`src/rtl/mog_pkg.sv`:
```
package mog_pkg;
  localparam int NUM_GRP = 4;
  typedef enum logic [1:0] {
    GRP_LD = 2'd0,
    GRP_ST = 2'd1,
    GRP_LF = 2'd2,
    GRP_SF = 2'd3
  } grp_e;
endpackage

```
`src/rtl/mog_group.sv`:
```
module mog_group #(
  parameter int DEPTH = 16,
  parameter int ID_W  = 8
) (
  input  logic            clk_i,
  input  logic            rst_ni,
  input  logic            ins_i,
  input  logic [ID_W-1:0] ins_id_i,
  input  logic            clr_i,
  input  logic [ID_W-1:0] clr_id_i,
  output logic            full_o,
  output logic            empty_o,
  output logic [ID_W-1:0] oldest_o
);
  logic [DEPTH-1:0] valid_q;
  logic [ID_W-1:0]  id_q [DEPTH];
  logic [DEPTH-1:0] slot_oh;
  logic [DEPTH-1:0] hit;

  // first free slot
  always_comb begin
    logic found;
    found   = 1'b0;
    slot_oh = '0;
    for (int i = 0; i < DEPTH; i++) begin
      if (!valid_q[i] && !found) begin
        slot_oh[i] = 1'b1;
        found      = 1'b1;
      end
    end
  end

  always_comb begin
    for (int i = 0; i < DEPTH; i++) hit[i] = clr_i && valid_q[i] && (id_q[i] == clr_id_i);
  end

  always_ff @(posedge clk_i or negedge rst_ni) begin
    if (!rst_ni) begin
      valid_q <= '0;
    end else begin
      for (int i = 0; i < DEPTH; i++) begin
        if (ins_i && slot_oh[i]) valid_q[i] <= 1'b1;
        else if (hit[i])         valid_q[i] <= 1'b0;
      end
    end
  end

  always_ff @(posedge clk_i) begin
    for (int i = 0; i < DEPTH; i++) begin
      if (ins_i && slot_oh[i]) id_q[i] <= ins_id_i;
    end
  end

  // minimum search over valid entries
  always_comb begin
    logic any;
    any      = 1'b0;
    oldest_o = '0;
    for (int i = 0; i < DEPTH; i++) begin
      if (valid_q[i] && (!any || id_q[i] < oldest_o)) begin
        oldest_o = id_q[i];
        any      = 1'b1;
      end
    end
  end

  assign full_o  = &valid_q;
  assign empty_o = ~|valid_q;
endmodule

```
`src/rtl/mog_rules.sv`:
```
module mog_rules #(
  parameter int ID_W = 8
) (
  input  logic            no_alias_i,
  input  logic [ID_W-1:0] q_id_i,
  input  logic            q_ld_i,
  input  logic            q_st_i,
  input  logic            ld_empty_i,
  input  logic [ID_W-1:0] ld_old_i,
  input  logic            st_empty_i,
  input  logic [ID_W-1:0] st_old_i,
  input  logic            lf_empty_i,
  input  logic [ID_W-1:0] lf_old_i,
  input  logic            sf_empty_i,
  input  logic [ID_W-1:0] sf_old_i,
  output logic [ID_W-1:0] blk_o
);
  always_comb begin
    if (q_ld_i && !lf_empty_i && q_id_i > lf_old_i)
      blk_o = lf_old_i;
    else if (q_ld_i && !lf_empty_i && q_id_i == lf_old_i && !ld_empty_i && q_id_i != ld_old_i)
      blk_o = ld_old_i;
    else if (q_st_i && !sf_empty_i && q_id_i > sf_old_i)
      blk_o = sf_old_i;
    else if (q_st_i && !sf_empty_i && q_id_i == sf_old_i && !st_empty_i && q_id_i != st_old_i)
      blk_o = st_old_i;
    else if (no_alias_i && q_ld_i)
      blk_o = q_id_i;
    else if (!st_empty_i && q_id_i > st_old_i)
      blk_o = st_old_i;
    else if (ld_empty_i || q_id_i <= ld_old_i)
      blk_o = q_id_i;
    else if (q_ld_i)
      blk_o = q_id_i;
    else
      blk_o = ld_old_i;
  end
endmodule

```
`src/rtl/mem_order_gate.sv`:
```
module mem_order_gate
  import mog_pkg::*;
#(
  parameter int DEPTH = 16,
  parameter int ID_W  = 8
) (
  input  logic            clk_i,
  input  logic            rst_ni,
  input  logic            cfg_no_alias_i,
  input  logic            disp_valid_i,
  input  logic [ID_W-1:0] disp_id_i,
  input  logic            disp_ld_i,
  input  logic            disp_st_i,
  input  logic            disp_fence_i,
  output logic            disp_stall_o,
  input  logic            exe_valid_i,
  input  logic [ID_W-1:0] exe_id_i,
  input  logic [ID_W-1:0] q_id_i,
  input  logic            q_ld_i,
  input  logic            q_st_i,
  input  logic            q_opnd_rdy_i,
  output logic [ID_W-1:0] q_blocker_o,
  output logic            q_issue_o
);
  logic [NUM_GRP-1:0] need;
  logic [NUM_GRP-1:0] set_full;
  logic [NUM_GRP-1:0] set_empty;
  logic [ID_W-1:0]    set_old [NUM_GRP];
  logic               disp_acc;
  logic [ID_W-1:0]    mem_blk;
  logic               is_mem;

  always_comb begin
    need         = '0;
    need[GRP_LD] = disp_ld_i;
    need[GRP_ST] = disp_st_i;
    need[GRP_LF] = disp_ld_i && disp_fence_i;
    need[GRP_SF] = disp_st_i && disp_fence_i;
  end

  assign disp_stall_o = disp_valid_i && |(need & set_full);
  assign disp_acc     = disp_valid_i && !disp_stall_o;

  for (genvar g = 0; g < NUM_GRP; g++) begin : g_grp
    mog_group #(.DEPTH(DEPTH), .ID_W(ID_W)) u_grp (
      .clk_i    (clk_i),
      .rst_ni   (rst_ni),
      .ins_i    (disp_acc && need[g]),
      .ins_id_i (disp_id_i),
      .clr_i    (exe_valid_i),
      .clr_id_i (exe_id_i),
      .full_o   (set_full[g]),
      .empty_o  (set_empty[g]),
      .oldest_o (set_old[g])
    );
  end

  mog_rules #(.ID_W(ID_W)) u_rules (
    .no_alias_i (cfg_no_alias_i),
    .q_id_i     (q_id_i),
    .q_ld_i     (q_ld_i),
    .q_st_i     (q_st_i),
    .ld_empty_i (set_empty[GRP_LD]),
    .ld_old_i   (set_old[GRP_LD]),
    .st_empty_i (set_empty[GRP_ST]),
    .st_old_i   (set_old[GRP_ST]),
    .lf_empty_i (set_empty[GRP_LF]),
    .lf_old_i   (set_old[GRP_LF]),
    .sf_empty_i (set_empty[GRP_SF]),
    .sf_old_i   (set_old[GRP_SF]),
    .blk_o      (mem_blk)
  );

  assign is_mem      = q_ld_i || q_st_i;
  assign q_blocker_o = is_mem ? mem_blk : q_id_i;
  assign q_issue_o   = q_opnd_rdy_i && (q_blocker_o == q_id_i);
endmodule

```
`config.mk`:
```
export PLATFORM = sky130hd
export DESIGN_NAME = mem_order_gate
export DESIGN_NICKNAME = d
export VERILOG_FILES = /design/src/rtl/mog_pkg.sv /design/src/rtl/mog_group.sv /design/src/rtl/mog_rules.sv /design/src/rtl/mem_order_gate.sv
export SDC_FILE = /design/constraint.sdc
export NUM_CORES = 2
export LEC_CHECK = 0
export ABC_CLOCK_PERIOD_IN_PS = 39300
export BUFFER_PORTS_ARGS = -buffer_cell sky130_fd_sc_hd__buf_2
export CORE_MARGIN = 4
export CORE_UTILIZATION = 50
export CTS_CLUSTER_DIAMETER = 60
export DETAILED_ROUTE_END_ITERATION = 10
export PLACE_DENSITY = 0.74
export SYNTH_ARGS = -nofsm -noshare
export SYNTH_HDL_FRONTEND = slang
export SYNTH_SLANG_ARGS = --single-unit
```
`constraint.sdc`:
```
create_clock -name clk_i -period 39.3 [get_ports clk_i]
set_input_delay 1.965 -clock clk_i [delete_from_list [all_inputs] [get_ports clk_i]]
set_output_delay 1.965 -clock clk_i [all_outputs]
set_load 0.005 [all_outputs]
```
== Word-level counts from Yosys, hierarchy flattened ==
Memories as Yosys holds them, arrays and structs flattened.
Index checks and enable logic that the tools add are counted.
Word-level totals
  memories: 4
  flip-flop bits (word level): 64
  memory bits (writable): 512
  output and inout port bits: 10
Cells by class
  reduce and logical (&&, ||, !) cells: 706
  muxes and demuxes: 689
  equal/unequal tests: 69
  order comparisons: 64
  bitwise operators: 1
Memories
  g_grp[0].u_grp.id_q: depth 16, bits a word 8, rd ports 16, clocked after memory_dff 0, write ports 1, RTL line mog_group.sv:16  | logic [ID_W-1:0] id_q [DEPTH];
  g_grp[1].u_grp.id_q: depth 16, bits a word 8, rd ports 16, clocked after memory_dff 0, write ports 1, RTL line mog_group.sv:16
  g_grp[2].u_grp.id_q: depth 16, bits a word 8, rd ports 16, clocked after memory_dff 0, write ports 1, RTL line mog_group.sv:16
  g_grp[3].u_grp.id_q: depth 16, bits a word 8, rd ports 16, clocked after memory_dff 0, write ports 1, RTL line mog_group.sv:16
Operator list (number)
  8-bit 2-to-1 mux: 133
  8-bit equality test: 67
  1-bit 2-to-1 mux: 496
  8-bit < comparator: 60
  8-bit OR reduction: 60
  1-bit logical AND: 333
  4-bit 2-to-1 mux: 60
  1-bit logical NOT: 178
  2-bit nonzero test: 64
  16-bit AND reduction: 4
  16-bit OR reduction: 4
  1-bit logical OR: 62
  8-bit greater-than comparator: 3
  8-bit inequality test: 2
  8-bit less-or-equal comparator: 1
  4-bit AND: 1
  4-bit OR reduction: 1

== Logic depth before layout (Yosys ltp) ==
  depth in word-level cells: 73
  gate-level depth with buffers: 196
  mapped depth without buffers: 180

== Modules after synthesis ==
Synthesis repeated with hierarchy kept, for this count alone.
Unflattened totals
  cell total of the unflattened synthesis: 4859
  area, all modules: 47053.9 um^2
Modules (own cells, without submodules)
  mog_group (g_grp[0].u_grp): sequential area each 4244.1 um^2, cells an instance 1162, area an instance 11318.4 um^2, times used 1
  mog_group (g_grp[1].u_grp): sequential area each 4244.1 um^2, cells an instance 1158, area an instance 11314.6 um^2, times used 1
  mog_group (g_grp[3].u_grp): sequential area each 4244.1 um^2, cells an instance 1157, area an instance 11314.6 um^2, times used 1
  mog_group (g_grp[2].u_grp): sequential area each 4244.1 um^2, cells an instance 1151, area an instance 11300.8 um^2, times used 1
  mog_rules: sequential area each 0.0 um^2, cells an instance 199, area an instance 1539.0 um^2, times used 1
  mem_order_gate: sequential area each 0.0 um^2, cells an instance 32, area an instance 266.5 um^2, times used 1

== Worst setup path before layout ==
OpenSTA, ideal clock, no wires.
  kind: register to output
  start: register g_grp[1].u_grp.valid_q[0]
  end: output q_issue_o
  data required time: 37335 ps
  buffers on the path: 6
  cell stages (with the launch flop): 156
  path slack: 5473 ps
  arrival: 31862 ps
  cells stage by stage: dfrtp_1 clkbuf_1 buf_1 nand2_1 ha_1 a21o_1 a21o_1 a21o_1 a21o_1 a21o_1 a21o_1 a21oi_1 o21ai_0 clkbuf_1 o21ai_0 inv_1 ha_1 a21o_1 [120 not listed] a21oi_1 nor2b_1 o21ai_0 nand2b_1 a21oi_1 or2_2 a21oi_1 or2_2 nand3_1 nor4b_1 a2111oi_0 o31ai_1 a222oi_1 o21ai_0 a311o_1 and4bb_1 o2111ai_1 a2111oi_2
Between the ends
  word-level cells in the longest chain between the ends: 72
  elaborated cells between the ends (all ways): 106
  classes of those cells: order compare: 16; eq/ne: 2; mux: 38; reduce/logical: 50
RTL lines
  start, declared: RTL line mog_group.sv:15  | logic [DEPTH-1:0] valid_q;
  start signal, assigned: RTL line mog_group.sv:39  | valid_q <= '0;
  start signal, assigned by index: RTL line mog_group.sv:42  | if (ins_i && slot_oh[i]) valid_q[i] <= 1'b1;
  start signal, assigned by index: RTL line mog_group.sv:43  | else if (hit[i]) valid_q[i] <= 1'b0;
  8-bit 2-to-1 mux or 1-bit 2-to-1 mux (tied branches): RTL line mog_group.sv:60  | if (valid_q[i] && (!any || id_q[i] < oldest_o)) begin
  8-bit < comparator or 1-bit logical NOT (tied branches): RTL line mog_group.sv:60
  1-bit logical OR: RTL line mog_group.sv:60
  1-bit logical AND: RTL line mog_group.sv:60
  8-bit 2-to-1 mux or 1-bit 2-to-1 mux (tied branches): RTL line mog_group.sv:60
  8-bit < comparator or 1-bit logical NOT (tied branches): RTL line mog_group.sv:60
  1-bit logical OR: RTL line mog_group.sv:60
  1-bit logical AND: RTL line mog_group.sv:60
  [56 not listed]
  8-bit 2-to-1 mux: RTL line mog_rules.sv:27  | else if (no_alias_i && q_ld_i)
  8-bit 2-to-1 mux *: RTL line mog_rules.sv:25  | else if (q_st_i && !sf_empty_i && q_id_i == sf_old_i && !st_empty_i && q_id_i != st_old_i)
  8-bit 2-to-1 mux *: RTL line mog_rules.sv:23  | else if (q_st_i && !sf_empty_i && q_id_i > sf_old_i)
  8-bit 2-to-1 mux *: RTL line mog_rules.sv:21  | else if (q_ld_i && !lf_empty_i && q_id_i == lf_old_i && !ld_empty_i && q_id_i != ld_old_i)
  8-bit 2-to-1 mux *: RTL line mog_rules.sv:19  | if (q_ld_i && !lf_empty_i && q_id_i > lf_old_i)
  8-bit 2-to-1 mux *: RTL line mem_order_gate.sv:75  | assign q_blocker_o = is_mem ? mem_blk : q_id_i;
  8-bit equality test *: RTL line mem_order_gate.sv:76  | assign q_issue_o = q_opnd_rdy_i && (q_blocker_o == q_id_i);
  1-bit logical AND *: RTL line mem_order_gate.sv:76
  end, declared: RTL line mem_order_gate.sv:23  | output logic q_issue_o
Every way passes the cells marked *; elsewhere a longest branch is shown, timed or not.

== Worst setup path in the final report ==
  start: register g_grp[0].u_grp.valid_q[0]
  end: output q_issue_o
Between the ends
  word-level cells in the longest chain between the ends: 73
  elaborated cells between the ends (all ways): 109
  classes of those cells: order compare: 16; eq/ne: 2; mux: 40; reduce/logical: 51
RTL lines (RTL line)
  start, declared: mog_group.sv:15
  start signal, assigned: mog_group.sv:39
  start signal, assigned by index: mog_group.sv:42
  start signal, assigned by index: mog_group.sv:43
  8-bit 2-to-1 mux or 1-bit 2-to-1 mux (tied branches): mog_group.sv:60
  8-bit < comparator or 1-bit logical NOT (tied branches): mog_group.sv:60
  1-bit logical OR: mog_group.sv:60
  1-bit logical AND: mog_group.sv:60
  8-bit 2-to-1 mux or 1-bit 2-to-1 mux (tied branches): mog_group.sv:60
  8-bit < comparator or 1-bit logical NOT (tied branches): mog_group.sv:60
  1-bit logical OR: mog_group.sv:60
  1-bit logical AND: mog_group.sv:60
  [57 not listed]
  8-bit 2-to-1 mux: mog_rules.sv:27
  8-bit 2-to-1 mux: mog_rules.sv:25
  8-bit 2-to-1 mux: mog_rules.sv:23
  8-bit 2-to-1 mux *: mog_rules.sv:21
  8-bit 2-to-1 mux *: mog_rules.sv:19
  8-bit 2-to-1 mux *: mem_order_gate.sv:75
  8-bit equality test *: mem_order_gate.sv:76
  1-bit logical AND *: mem_order_gate.sv:76
Marked as above.

==> results.md <==
* Fin crit period at 36.78 ns
* Starting density of the core at 50.7%
* Number of synthesized flops with an enable pin at 512
* Critical Path End: q_issue_o
* Synth Instances at 4483
* Finished Cell Area at 48400 um2
* Hold/Removal Path Class: register to register
* Final setup vio count at 0
* Uppermost layer routed: met5
* Clock Latency Late Sink at 0.62 ns
* Fraction of registers with async set or reset after synthesis at 11.1%
* FF+latch count, synth at 576
* CTS Buffer Depth at 3
* Io pins at 45
* Slowest stage delay, CP at 0.61 ns
* Peak VDD IR at 0.0000579 V
* Worst EP arrival at 34.82 ns
* Final WL at 124000 um
* Synthesized area at 44300 um2
* Die Y at 306 um
* Crit-path max FO at 21
* Initial antenna violation count at 3
* Gpl congestion at 0.940
* Num CTS Buffers at 71
* Htree depth at 3
* Syn_area_per_cell at 9.89 um2
* Drc violations at 0
* Fin crit share at 93.6%
* R2R Path End: g_grp[3].u_grp.id_q[0][59]$_DFFE_PP_
* Vias at 35.0k
* Sum Neg Setup Slack at 0 ns
* Mapped Nets at 4951
* # hold bufs at CTS at 0
* Share of cells above drive strength 1 at 8.73%
* Max-cap viol count at 0
* Post-DP Area at 45800 um2
* Pin count of the biggest net entering global routing at 65
* Core Footprint at 87400 um2
* GRT Resource Usage Total at 25.8%
* Vias per cell at 6.13
* CP Launch Point: g_grp[0].u_grp.valid_q[0]$_DFFE_PN0P_
* First-pass GRT wire length at 194000 um
* Detailed placement HPWL at 83100 um
* Worst r2r src: g_grp[2].u_grp.valid_q[0]$_DFFE_PN0P_
* Met1 WL at 53900 um
* Worst Tran Pin Value at 1.27 ns
* Layout Nets at 4967
* CTS tree: yes
* Vias in the first global route at 34.5k
* Sequential-to-total area share from yosys stat at 38.3%
* Cell Pwr Density at 92.5 nW/um2
* Top FF cell, synth: edfxtp_1
* Hold Fails Final Rpt at 0
* R2r setup slk at 34.74 ns
* Diode count at 0
* Slew Viols, Final at 0
* Crit path capture type: primary output
* Most Frequent Cell on Critical Path: a21o_1
* Routed length on met2 at 57300 um
* Util after Layout at 55.4%
* CTS root buf: clkbuf_16
* Post-DRT Antenna Nets at 0
* DRT iter0 DRCs at 3105
* Layout area overhead at 9.25%
* Area of the die at 93500 um2
* Core Rows at 108
* Clk pin slew, worst setup/hold paths at 0.07 ns
* Leak at 20.6 nW
* Met3 wire len at 9200 um
* CP required at 37.33 ns
* Critical setup path kind: register to primary output
* Router iterations before antenna repair at 7
* Clock sinks at 576
* Fillers at 7465
* Status: finished clean
* Final Skew at 0.0312 ns
* Total gr overflow at 0
* Hold Path Depth at 1
* Maximum clock frequency at 27.2 MHz
* Ys Warns at 0
* Wire length per cell at 21.7 um
* Worst Setup Start Kind: register
* Worst relative slew slack at 15.0%
* Chip Width at 306 um
* Count of buffers from port buffering at 44
* Worst r2r path cells at 10
* Slowest-stage cell, CP: a2111oi_0
* Post-synth cell types at 106
[metal layers]
| layer | vias up | track usage (%) |
|---|---|---|
| li1 | 16500 | - |
| met1 | 16900 | 35.1 |
| met2 | 1297 | 42.2 |
| met3 | 294 | 4.28 |
| met4 | 2 | 8.45 |
| met5 | - | 0 |
[synth_stat cells (16+ instances only)]
| cell type | instances | area share (%) |
|---|---|---|
| buf_1 | 27 | 0.23 |
| nor3b_1 | 21 | 0.36 |
| nor2_1 | 231 | 2.0 |
| mux2_2 | 98 | 2.5 |
| and3_1 | 30 | 0.42 |
| o21ai_0 | 222 | 2.5 |
| o22ai_1 | 16 | 0.23 |
| nand2_1 | 257 | 2.2 |
| o21a_1 | 70 | 1.2 |
| nand3_1 | 74 | 0.84 |
| a211oi_1 | 24 | 0.41 |
| o21ai_1 | 20 | 0.23 |
| clkbuf_1 | 118 | 1.0 |
| nor3_1 | 124 | 1.4 |
| and2_1 | 22 | 0.31 |
| nor2b_1 | 56 | 0.79 |
| ha_1 | 433 | 12 |
| inv_1 | 351 | 3.0 |
| xor2_1 | 451 | 8.9 |
| o31ai_1 | 19 | 0.32 |
| nor4_1 | 79 | 1.1 |
| dfrtp_1 | 64 | 3.6 |
| mux2i_1 | 132 | 3.0 |
| xnor2_1 | 67 | 1.3 |
| nand4_1 | 116 | 1.6 |
| a21oi_1 | 235 | 2.7 |
| edfxtp_1 | 512 | 35 |
| a21o_1 | 192 | 3.3 |
| or2_2 | 22 | 0.31 |
| a31oi_1 | 19 | 0.27 |
| o211ai_1 | 37 | 0.63 |
| or3_1 | 24 | 0.34 |
| nand2b_1 | 62 | 0.87 |
[cells by family after synthesis]
logic type	share of synthesized area, %
mux	5.64
fa+ha+maj	12.3
compound gates	15.8
xor+xnor	10.2
simple gates	13.4
buf+inv	4.35
flops	38.3
[layout by cell type (no fill, tap or decap), types with 67 or more instances in the layout]
master     netlist  routed
buf_4            4      71
xor2_1         451     451
nand4_1        116     116
edfxtp_1       512     512
nand2_1        257     257
clkbuf_16        0      76
nor2_1         231     229
nor4_1          79      79
mux2_2          98      98
a21o_1         192     192
ha_1           433     433
nand3_1         74      73
nor3_1         124     124
a21oi_1        235     232
mux2i_1        132     132
inv_1          351     351
o21a_1          70      70
xnor2_1         67      67
o21ai_0        222     219
[what timing repair did]
| action | 4_1_cts | 5_1_grt |
|---|---|---|
| setup buffers | 0 | 3 |
| endpoints found under the hold margin | 0 | 0 |
| setup endpoints to repair | 0 | 9 |
| resized for setup | 0 | 31 |
[final cells by class]
type / instances / area, um2 / area share (%)
flip-flops and latches: 576 / 17000 / 35.1
clock buffers: 85 / 1960 / 4.04
repair buffers: 97 / 663 / 1.37
multi-input cells: 3400 / 25500 / 52.7
well taps: 1155 / 1450 / 2.98
inverters: 353 / 1330 / 2.74
clock inverters: 46 / 527 / 1.09
[registers in the layout (all words and copies together), names as in the netlist]
name and cells:
g_grp.u_grp.id_q 512, g_grp.u_grp.valid_q 64
[worst min-delay path by stage]
stage,start,end,slack (ns)
after global placement,g_grp[0].u_grp.valid_q[7]$_DFFE_PN0P_,g_grp[0].u_grp.valid_q[7]$_DFFE_PN0P_,0.55
after global routing,g_grp[3].u_grp.valid_q[14]$_DFFE_PN0P_,g_grp[3].u_grp.valid_q[14]$_DFFE_PN0P_,0.59
after detailed placement,g_grp[2].u_grp.valid_q[10]$_DFFE_PN0P_,g_grp[2].u_grp.valid_q[10]$_DFFE_PN0P_,0.56
final,g_grp[0].u_grp.valid_q[7]$_DFFE_PN0P_,g_grp[0].u_grp.valid_q[7]$_DFFE_PN0P_,0.57
after CTS,g_grp[0].u_grp.valid_q[7]$_DFFE_PN0P_,g_grp[0].u_grp.valid_q[7]$_DFFE_PN0P_,0.57
after floorplan,g_grp[2].u_grp.valid_q[10]$_DFFE_PN0P_,g_grp[2].u_grp.valid_q[10]$_DFFE_PN0P_,0.50
[metrics by stage]
stage / hold WS (ns) / worst slack [ns] / instances / power (mW)
finish: 0.572 / 2.52 / 5712 / 4.48
global placement: 0.551 / 2.56 / 5578 / 3.63
detailed placement: 0.557 / 1.82 / 5578 / 3.71
CTS: 0.572 / 1.00 / 5709 / 4.43
global route: 0.591 / -0.119 / 5712 / 4.91
floorplan: 0.503 / 5.47 / 4483 / 3.02
[worst max-delay path, delay by kind of cell (launching register included)]
kind	cells	cell delay [ns]
DFF	1	0.58
adders and majority gates	16	4.55
buffers and inverters	20	2.08
AOI/OAI and AO/OA	88	18.08
muxes	6	1.98
and+or+nand+nor	42	6.89
[power by group]
part	internal [mW]	switching [mW]	total [mW]
registers	0.696	0.0494	0.746
clock network	0.415	0.280	0.695
logic	1.29	1.76	3.04
Power figures use the tool's default switching activity.
